--- config.mk ---
export PLATFORM = sky130hd
export DESIGN_NAME = sdclk_divider
export DESIGN_NICKNAME = d
export VERILOG_FILES = /design/src/rtl/sdclk_pkg.sv /design/src/rtl/sdclk_prescaler.sv /design/src/rtl/sdclk_divstage.sv /design/src/rtl/sdclk_stable.sv /design/src/rtl/sdclk_divider.sv
export SDC_FILE = /design/constraint.sdc
export NUM_CORES = 1
export LEC_CHECK = 0
export BUFFER_PORTS_ARGS = -buffer_cell sky130_fd_sc_hd__buf_2
export CAP_MARGIN = 40
export CORE_UTILIZATION = 65
export CTS_BUF_LIST = sky130_fd_sc_hd__clkbuf_16
export DETAILED_ROUTE_END_ITERATION = 8
export HOLD_SLACK_MARGIN = 0.03
export PLACE_DENSITY = 0.82
export SLEW_MARGIN = 20
export SYNTH_ARGS = -nofsm -noshare
export SYNTH_HDL_FRONTEND = slang
export SYNTH_SLANG_ARGS = --single-unit
--- constraint.sdc ---
create_clock -name clk_ref -period 13.6 [get_ports clk_ref]
set_clock_uncertainty 0.1 [all_clocks]
set_input_delay 1.36 -clock clk_ref [delete_from_list [all_inputs] [get_ports clk_ref]]
set_output_delay 1.36 -clock clk_ref [all_outputs]
set_load 0.03 [all_outputs]
--- src/rtl/sdclk_pkg.sv ---
package sdclk_pkg;
  localparam int SD_PRE_W     = 8;
  localparam int SD_DIV_W     = 4;
  localparam int SD_PRAT_W    = SD_PRE_W + 1;
  localparam int SD_DRAT_W    = SD_DIV_W + 1;
  localparam int SD_TOT_W     = SD_PRAT_W + SD_DRAT_W;
  localparam int SD_STB_PERIODS = 2;

  // Prescaler ratio: twice the weight of the highest set bit, or 1 when zero
  function automatic logic [SD_PRAT_W-1:0] pre_ratio(input logic [SD_PRE_W-1:0] f);
    logic [SD_PRAT_W-1:0] r;
    r = SD_PRAT_W'(1);
    for (int i = 0; i < SD_PRE_W; i++)
      if (f[i]) r = SD_PRAT_W'(2) << i;
    return r;
  endfunction

  function automatic logic [SD_DRAT_W-1:0] div_ratio(input logic [SD_DIV_W-1:0] f);
    return {1'b0, f} + SD_DRAT_W'(1);
  endfunction

  function automatic logic [SD_TOT_W-1:0] total_ratio(input logic [SD_PRAT_W-1:0] p,
                                                      input logic [SD_DRAT_W-1:0] d);
    return SD_TOT_W'(p) * SD_TOT_W'(d);
  endfunction

  // Position inside the output period, in reference cycles
  function automatic logic [SD_TOT_W-1:0] period_pos(input logic [SD_DRAT_W-1:0] dcnt,
                                                     input logic [SD_PRAT_W-1:0] pcnt,
                                                     input logic [SD_PRAT_W-1:0] p);
    return SD_TOT_W'(dcnt) * SD_TOT_W'(p) + SD_TOT_W'(pcnt);
  endfunction

  // High phase covers the first floor(N/2) reference cycles
  function automatic logic phase_high(input logic [SD_TOT_W-1:0] pos,
                                      input logic [SD_TOT_W-1:0] tot);
    return pos < (tot >> 1);
  endfunction
endpackage

--- src/rtl/sdclk_prescaler.sv ---
module sdclk_prescaler #(
  parameter int CNT_W = 9
) (
  input  logic             clk_ref,
  input  logic             rst_n,
  input  logic             run,
  input  logic [CNT_W-1:0] ratio,
  output logic             tick,
  output logic [CNT_W-1:0] cnt
);
  assign tick = run && (cnt == ratio - CNT_W'(1));

  always_ff @(posedge clk_ref or negedge rst_n) begin
    if (!rst_n)      cnt <= '0;
    else if (!run)   cnt <= '0;
    else if (tick)   cnt <= '0;
    else             cnt <= cnt + CNT_W'(1);
  end
endmodule

--- src/rtl/sdclk_divstage.sv ---
module sdclk_divstage #(
  parameter int CNT_W = 5
) (
  input  logic             clk_ref,
  input  logic             rst_n,
  input  logic             run,
  input  logic             tick,
  input  logic [CNT_W-1:0] ratio,
  output logic             wrap,
  output logic [CNT_W-1:0] cnt
);
  assign wrap = tick && (cnt == ratio - CNT_W'(1));

  always_ff @(posedge clk_ref or negedge rst_n) begin
    if (!rst_n)      cnt <= '0;
    else if (!run)   cnt <= '0;
    else if (wrap)   cnt <= '0;
    else if (tick)   cnt <= cnt + CNT_W'(1);
  end
endmodule

--- src/rtl/sdclk_stable.sv ---
module sdclk_stable #(
  parameter int PERIODS = 2
) (
  input  logic clk_ref,
  input  logic rst_n,
  input  logic clear,
  input  logic period_end,
  output logic stable
);
  localparam int SC_W = $clog2(PERIODS + 1);
  logic [SC_W-1:0] seen_q;

  always_ff @(posedge clk_ref or negedge rst_n) begin
    if (!rst_n)                                   seen_q <= '0;
    else if (clear)                               seen_q <= '0;
    else if (period_end && seen_q < SC_W'(PERIODS)) seen_q <= seen_q + SC_W'(1);
  end

  assign stable = (seen_q == SC_W'(PERIODS));
endmodule

--- src/rtl/sdclk_divider.sv ---
module sdclk_divider
  import sdclk_pkg::*;
#(
  parameter int PRE_W       = SD_PRE_W,
  parameter int DIV_W       = SD_DIV_W,
  parameter int STB_PERIODS = SD_STB_PERIODS
) (
  input  logic             clk_ref,
  input  logic             rst_n,
  input  logic             clk_en,
  input  logic [PRE_W-1:0] pre_fld,
  input  logic [DIV_W-1:0] div_fld,
  output logic             card_clk,
  output logic             clk_stable
);
  localparam int PRAT_W = PRE_W + 1;
  localparam int DRAT_W = DIV_W + 1;
  localparam int TOT_W  = PRAT_W + DRAT_W;

  logic             run_q;
  logic [PRE_W-1:0] cfg_pre_q, pre_prev_q;
  logic [DIV_W-1:0] cfg_div_q, div_prev_q;
  logic             card_q;
  logic             byp_gate_q;

  // Named internal events
  logic [PRAT_W-1:0] pre_rat;
  logic [DRAT_W-1:0] div_rat;
  logic [TOT_W-1:0]  tot_rat;
  logic [PRAT_W-1:0] pcnt;
  logic [DRAT_W-1:0] dcnt;
  logic              pre_tick;
  logic              div_wrap;
  logic              period_end;
  logic              start_evt;
  logic              stop_evt;
  logic              fld_chg;
  logic              bypass;
  logic              stb_clear;

  assign pre_rat = pre_ratio(cfg_pre_q);
  assign div_rat = div_ratio(cfg_div_q);
  assign tot_rat = total_ratio(pre_rat, div_rat);
  assign bypass  = (tot_rat == TOT_W'(1));

  sdclk_prescaler #(.CNT_W(PRAT_W)) u_pre (
    .clk_ref(clk_ref), .rst_n(rst_n), .run(run_q),
    .ratio(pre_rat), .tick(pre_tick), .cnt(pcnt)
  );

  sdclk_divstage #(.CNT_W(DRAT_W)) u_div (
    .clk_ref(clk_ref), .rst_n(rst_n), .run(run_q), .tick(pre_tick),
    .ratio(div_rat), .wrap(div_wrap), .cnt(dcnt)
  );

  assign period_end = run_q && div_wrap;
  assign start_evt  = !run_q && clk_en;
  assign stop_evt   = period_end && !clk_en;
  assign fld_chg    = (pre_fld != pre_prev_q) || (div_fld != div_prev_q);
  assign stb_clear  = !clk_en || fld_chg || !run_q;

  always_ff @(posedge clk_ref or negedge rst_n) begin
    if (!rst_n) begin
      run_q      <= 1'b0;
      cfg_pre_q  <= '0;
      cfg_div_q  <= '0;
      pre_prev_q <= '0;
      div_prev_q <= '0;
      card_q     <= 1'b0;
    end else begin
      if (start_evt)     run_q <= 1'b1;
      else if (stop_evt) run_q <= 1'b0;
      if (!run_q) begin
        cfg_pre_q <= pre_fld;
        cfg_div_q <= div_fld;
      end
      pre_prev_q <= pre_fld;
      div_prev_q <= div_fld;
      card_q     <= run_q && phase_high(period_pos(dcnt, pcnt, pre_rat), tot_rat);
    end
  end

  // Pass-through gate changes only while the reference clock is low
  always_ff @(negedge clk_ref or negedge rst_n) begin
    if (!rst_n) byp_gate_q <= 1'b0;
    else        byp_gate_q <= run_q && bypass;
  end

  assign card_clk = card_q | (clk_ref & byp_gate_q);

  sdclk_stable #(.PERIODS(STB_PERIODS)) u_stb (
    .clk_ref(clk_ref), .rst_n(rst_n), .clear(stb_clear),
    .period_end(period_end), .stable(clk_stable)
  );
endmodule

* Word level (Yosys, flattened, before mapping) *
Index checks and enable logic that the tools add are counted.

storage, ports and cells
  output and inout bits = 2
  flip-flop bits (word level) = 43

operators by class
  equal/unequal tests = 7
  multipliers = 2
  reductions and logical operators = 15
  bitwise logic cells = 2
  magnitude comparators = 2
  muxes and demuxes = 17
  $add $sub $neg = 7

operators with widths
  operator                                                                 count
  9-bit two-way mux                                                        6
  5-bit two-way mux                                                        4
  14-bit by 9-bit adder with 14-bit output                                 1
  14-bit by 1-bit == test with 1-bit output, second input constant         1
  14-bit by 13-bit < comparator with 1-bit output                          1
  5-bit by 9-bit multiplier with 14-bit output                             1
  9-bit by 5-bit multiplier with 14-bit output                             1
  9-bit by 1-bit adder with 9-bit output, second input constant            1
  9-bit == test                                                            1
  9-bit by 1-bit subtractor with 9-bit output, second input constant       1
  1-bit logical AND                                                        8
  8-bit inequality test                                                    1
  2-bit two-way mux                                                        3
  4-bit by 1-bit adder with 5-bit output, second input constant            1
  5-bit by 1-bit adder with 5-bit output, second input constant            1
  5-bit == test                                                            1
  5-bit by 1-bit subtractor with 5-bit output, second input constant       1
  4-bit two-way mux                                                        1
  4-bit inequality test                                                    1
  2-bit nonzero test                                                       2
  1-bit logical OR                                                         3
  3-bit two-way mux                                                        1
  3-bit by 1-bit inequality test with 1-bit output, second input constant  1
  2-bit by 1-bit adder with 2-bit output, second input constant            1
  other kinds (6)                                                          8

* Logic depth before layout (Yosys ltp) *
  depth in word-level cells = 16
  depth in mapped cells = 23

* Hierarchy *
A second synthesis with hierarchy kept.

second synthesis, totals
  cells, all modules = 623
  area total of the unflattened synthesis = 5634.2 µm²

modules (own cells, without submodules)
  module           cells each  times used  area an instance (µm²)
  sdclk_divider    487         1           4395.5
  sdclk_prescaler  89          1           755.7
  sdclk_divstage   36          1           367.9
  sdclk_stable     11          1           115.1

==> results.py <==
metrics = {
    "status": {
        "outcome": "completed",
    },
    "cells_and_area": {
        "layoutNonFillerInstCount": 728,
        "area_growth_pct": 7.38,
        "drive_gt1_frac": 0.0867,
        "antenna_cells": 0,
        "final_core_util": 0.720,
        "final_nets": 749,
    },
    "placed_design": {
        "place_congestion": 0.980,
        "hpwl_um": 9530,
        "portBuffers": 16,
        "dp_cells": 717,
    },
    "worst_setup_path": {
        "cp_max_fo": 17,
        "end_kind": "flip-flop",
        "reg2reg_from": "cfg_pre_q[7]",
        "rr_endpoint": "byp_gate_q",
        "crit_path_start": "cfg_pre_q[7]",
        "r2r_slack_ns": 1.57,
        "path_class": "flip-flop to flip-flop",
        "reg2reg_depth": 19,
        "critPathCapture": "byp_gate_q",
        "start_kind": "flip-flop",
        "cp.required_ns": 7.14,
        "critical_path_arrival_ns": 5.57,
    },
    "yosys": {
        "synth-edff-count": 0,
        "postSynthCellCount": 614,
        "synthMuxAreaShare": 0.0266,
        "synth-async-reset-ratio": 1.00,
        "syn_avg_cell_area_sq_um": 8.97,
        "synth_compound_area_frac": 0.0991,
        "synth_seq_area_share": 0.195,
        "synthAdderAreaFrac": 0.324,
        "yosysTopAreaCell": "dfrtp_1",
        "syn_nets": 741,
        "synth.distinct_cells": 55,
        "ys.flop_type": "dfrtp_1",
        "yosys.area.top_type_share": 0.191,
        "syn_area_sq_mm": 0.00551,
        "synthXorXnorAreaFrac": 0.0811,
        "yosysWarnings": 0,
        "synth-simple-area-share": 0.202,
        "ys_ff_latch": 43,
        "synth_top_family_by_area": "adder cells",
        "yosys-top-cells-area": "dfrtp_1, fa_1, ha_1",
    },
    "cts": {
        "cts_tree": "done",
        "clk_pin_slew_ns": 0.06,
        "insertion_delay_ns": 0.41,
        "hold_buffers": 0,
        "post_cts_buffers": 0,
        "cts-resized-gates": 0,
    },
    "global_routing": {
        "grtUsageMet3": 0.0599,
        "grt_pass1_wl_um": 20700,
        "grt_usage": 0.309,
        "met2_usage": 0.504,
        "grt_max_degree": 44,
        "antenna_found_initial": 0,
        "grt-busiest-layer": "met2",
        "grt.overflow.total": 0,
        "grt_pass1_vias": 4497,
        "grt_util_met1": 0.404,
    },
    "route": {
        "drc": 0,
        "routed_via_density": 5.99,
        "drt-wirelength-per-cell_um": 16.8,
        "routed_wl_um": 12300,
        "routed-via-count": 4363,
        "drtIter0Drc": 272,
        "first_pass_iters": 7,
        "ant_nets": 0,
    },
    "floorplanning": {
        "die_h_um": 94.0,
        "dieArea_sq_mm": 0.00884,
        "fp.coreArea_sq_mm": 0.00822,
        "die_w_um": 94.0,
        "io-pin-count": 17,
        "start_util": 0.670,
        "rows": 33,
    },
    "run": {
        "cap_violations": 0,
    },
    "timing": {
        "worst_slew_pin_slew_ns": 0.812,
        "finalHoldViolations": 0,
        "rsz0062_at_grt": "no",
        "setup-tns-final_ns": 0,
        "report.final.slew_viol_count": 0,
        "setup_violations": 0,
        "slew_headroom": 0.445,
    },
    "min_path": {
        "hold_path.class": "flip-flop to flip-flop",
    },
    "power_and_ir_drop": {
        "leakagePower_nw": 2.86,
        "peakVddDrop_uv": 88.9,
        "power.density_mw_per_mm2": 77.8,
    },
}
[layer usage]
metal | vias to the layer above | wire [um]
met3 | 36 | 639
met5 | - | 0
met2 | 153 | 5980
met1 | 2141 | 5320
met4 | 0 | 325
li1 | 2033 | -
[registers in the layout, indices dropped and copies added (netlist names)]
register / count
div_prev_q: 4
cfg_div_q: 4
u_pre.cnt: 9
byp_gate_q: 1
u_div.cnt: 5
card_q: 1
cfg_pre_q: 8
pre_prev_q: 8
run_q: 1
u_stb.seen_q: 2
[where the power goes]
group | internal, mW | switching, mW | leakage [nW]
Clock | 0.126 | 0.0614 | 0.124
Combinational | 0.0517 | 0.0623 | 2.22
Sequential | 0.138 | 0.0211 | 0.522
Total | 0.315 | 0.145 | 2.86
[cells by family after synthesis]
kind of cell / after synthesis
compound gates: 78
xor+xnor: 51
fa+ha+maj: 112
buf+inv: 105
flops: 43
mux: 13
simple gates: 212
[worst max-delay path: stages, from the launching register on]
cell,delay [ns]
dfrtp_1,0.55
nor3_1,0.26
buf_4,0.21
nand3_1,0.11
nor2_1,0.39
inv_1,0.18
nor2_1,0.19
fa_1,0.44
fa_1,0.56
inv_1,0.06
fa_1,0.53
inv_1,0.04
ha_1,0.34
o21ai_0,0.13
o21a_1,0.16
o21ai_0,0.10
a31o_2,0.26
a21oi_1,0.17
xor2_1,0.21
nor4bb_1,0.28
[per-stage QoR]
step | total power [mW] | instance area, sq um | setup WS (ns) | hold WS (ns)
2_1_floorplan | 0.243 | 5510 | 1.98 | 0.406
3_3_place_gp | 0.271 | 5670 | 1.79 | 0.427
5_1_grt | 0.485 | 5910 | 1.13 | 0.495
3_5_place_dp | 0.276 | 5670 | 1.54 | 0.455
6_report | 0.460 | 5910 | 1.57 | 0.464
4_1_cts | 0.462 | 5910 | 1.58 | 0.468
[cells in the mapped netlist, types with 2 or more instances]
cell	count
fa_1	51
a21boi_1	3
nor4bb_1	2
a21o_1	8
inv_1	82
o211ai_1	3
nor4b_1	2
nand4b_1	2
xnor2_1	31
nand3_1	18
buf_2	2
nor2_1	39
or3_1	3
xor2_1	20
o21bai_1	2
dfrtp_1	42
and3_1	11
a21oi_1	16
nand4_1	4
nor4_1	4
a31o_2	3
a31oi_1	2
and2_1	39
o31ai_1	2
a211oi_1	3
mux2_2	13
o2111ai_1	2
o21ai_0	17
nand2_1	49
clkbuf_1	20
or4_1	2
ha_1	61
o21a_1	5
a211o_1	2
nor2b_1	2
o32ai_1	2
nand2b_1	18
nor3_1	10
[layout make-up]
class / instances / area (sq um)
flip-flops and latches: 43 / 1080
well taps: 105 / 131
clock inverters: 3 / 46.3
inverters: 82 / 308
fillers: 632 / 2300
multi-input cells: 466 / 4030
repair buffers: 20 / 113
clock buffers: 9 / 205
[worst min-delay path by stage]
stage | startpoint | end | slack (ns) | cells past startpoint
6_report | u_stb.seen_q[1] | u_stb.seen_q[1] | 0.46 | 1
5_1_grt | u_stb.seen_q[1] | u_stb.seen_q[1] | 0.49 | 1
4_1_cts | u_stb.seen_q[1] | u_stb.seen_q[1] | 0.47 | 1
3_5_place_dp | u_stb.seen_q[1] | u_stb.seen_q[1] | 0.45 | 1
3_3_place_gp | u_stb.seen_q[1] | u_stb.seen_q[1] | 0.43 | 1
2_1_floorplan | u_stb.seen_q[1] | u_stb.seen_q[1] | 0.41 | 1
[placed cells by master (no fill, tap or decap), drive strengths merged, types with 3 or more instances in the layout]
| master | instances |
|---|---|
| a211oi | 4 |
| a21boi | 3 |
| a21o | 8 |
| a21oi | 16 |
| a31o | 3 |
| and2 | 39 |
| and3 | 11 |
| buf | 21 |
| clkbuf | 8 |
| dfrtp | 42 |
| fa | 51 |
| ha | 61 |
| inv | 83 |
| mux2 | 13 |
| nand2 | 49 |
| nand2b | 18 |
| nand3 | 19 |
| nand4 | 4 |
| nor2 | 39 |
| nor3 | 10 |
| nor4 | 4 |
| o211ai | 3 |
| o21a | 5 |
| o21ai | 17 |
| or3 | 4 |
| xnor2 | 31 |
| xor2 | 20 |
Note: power is estimated with default switching activity, not from simulation.
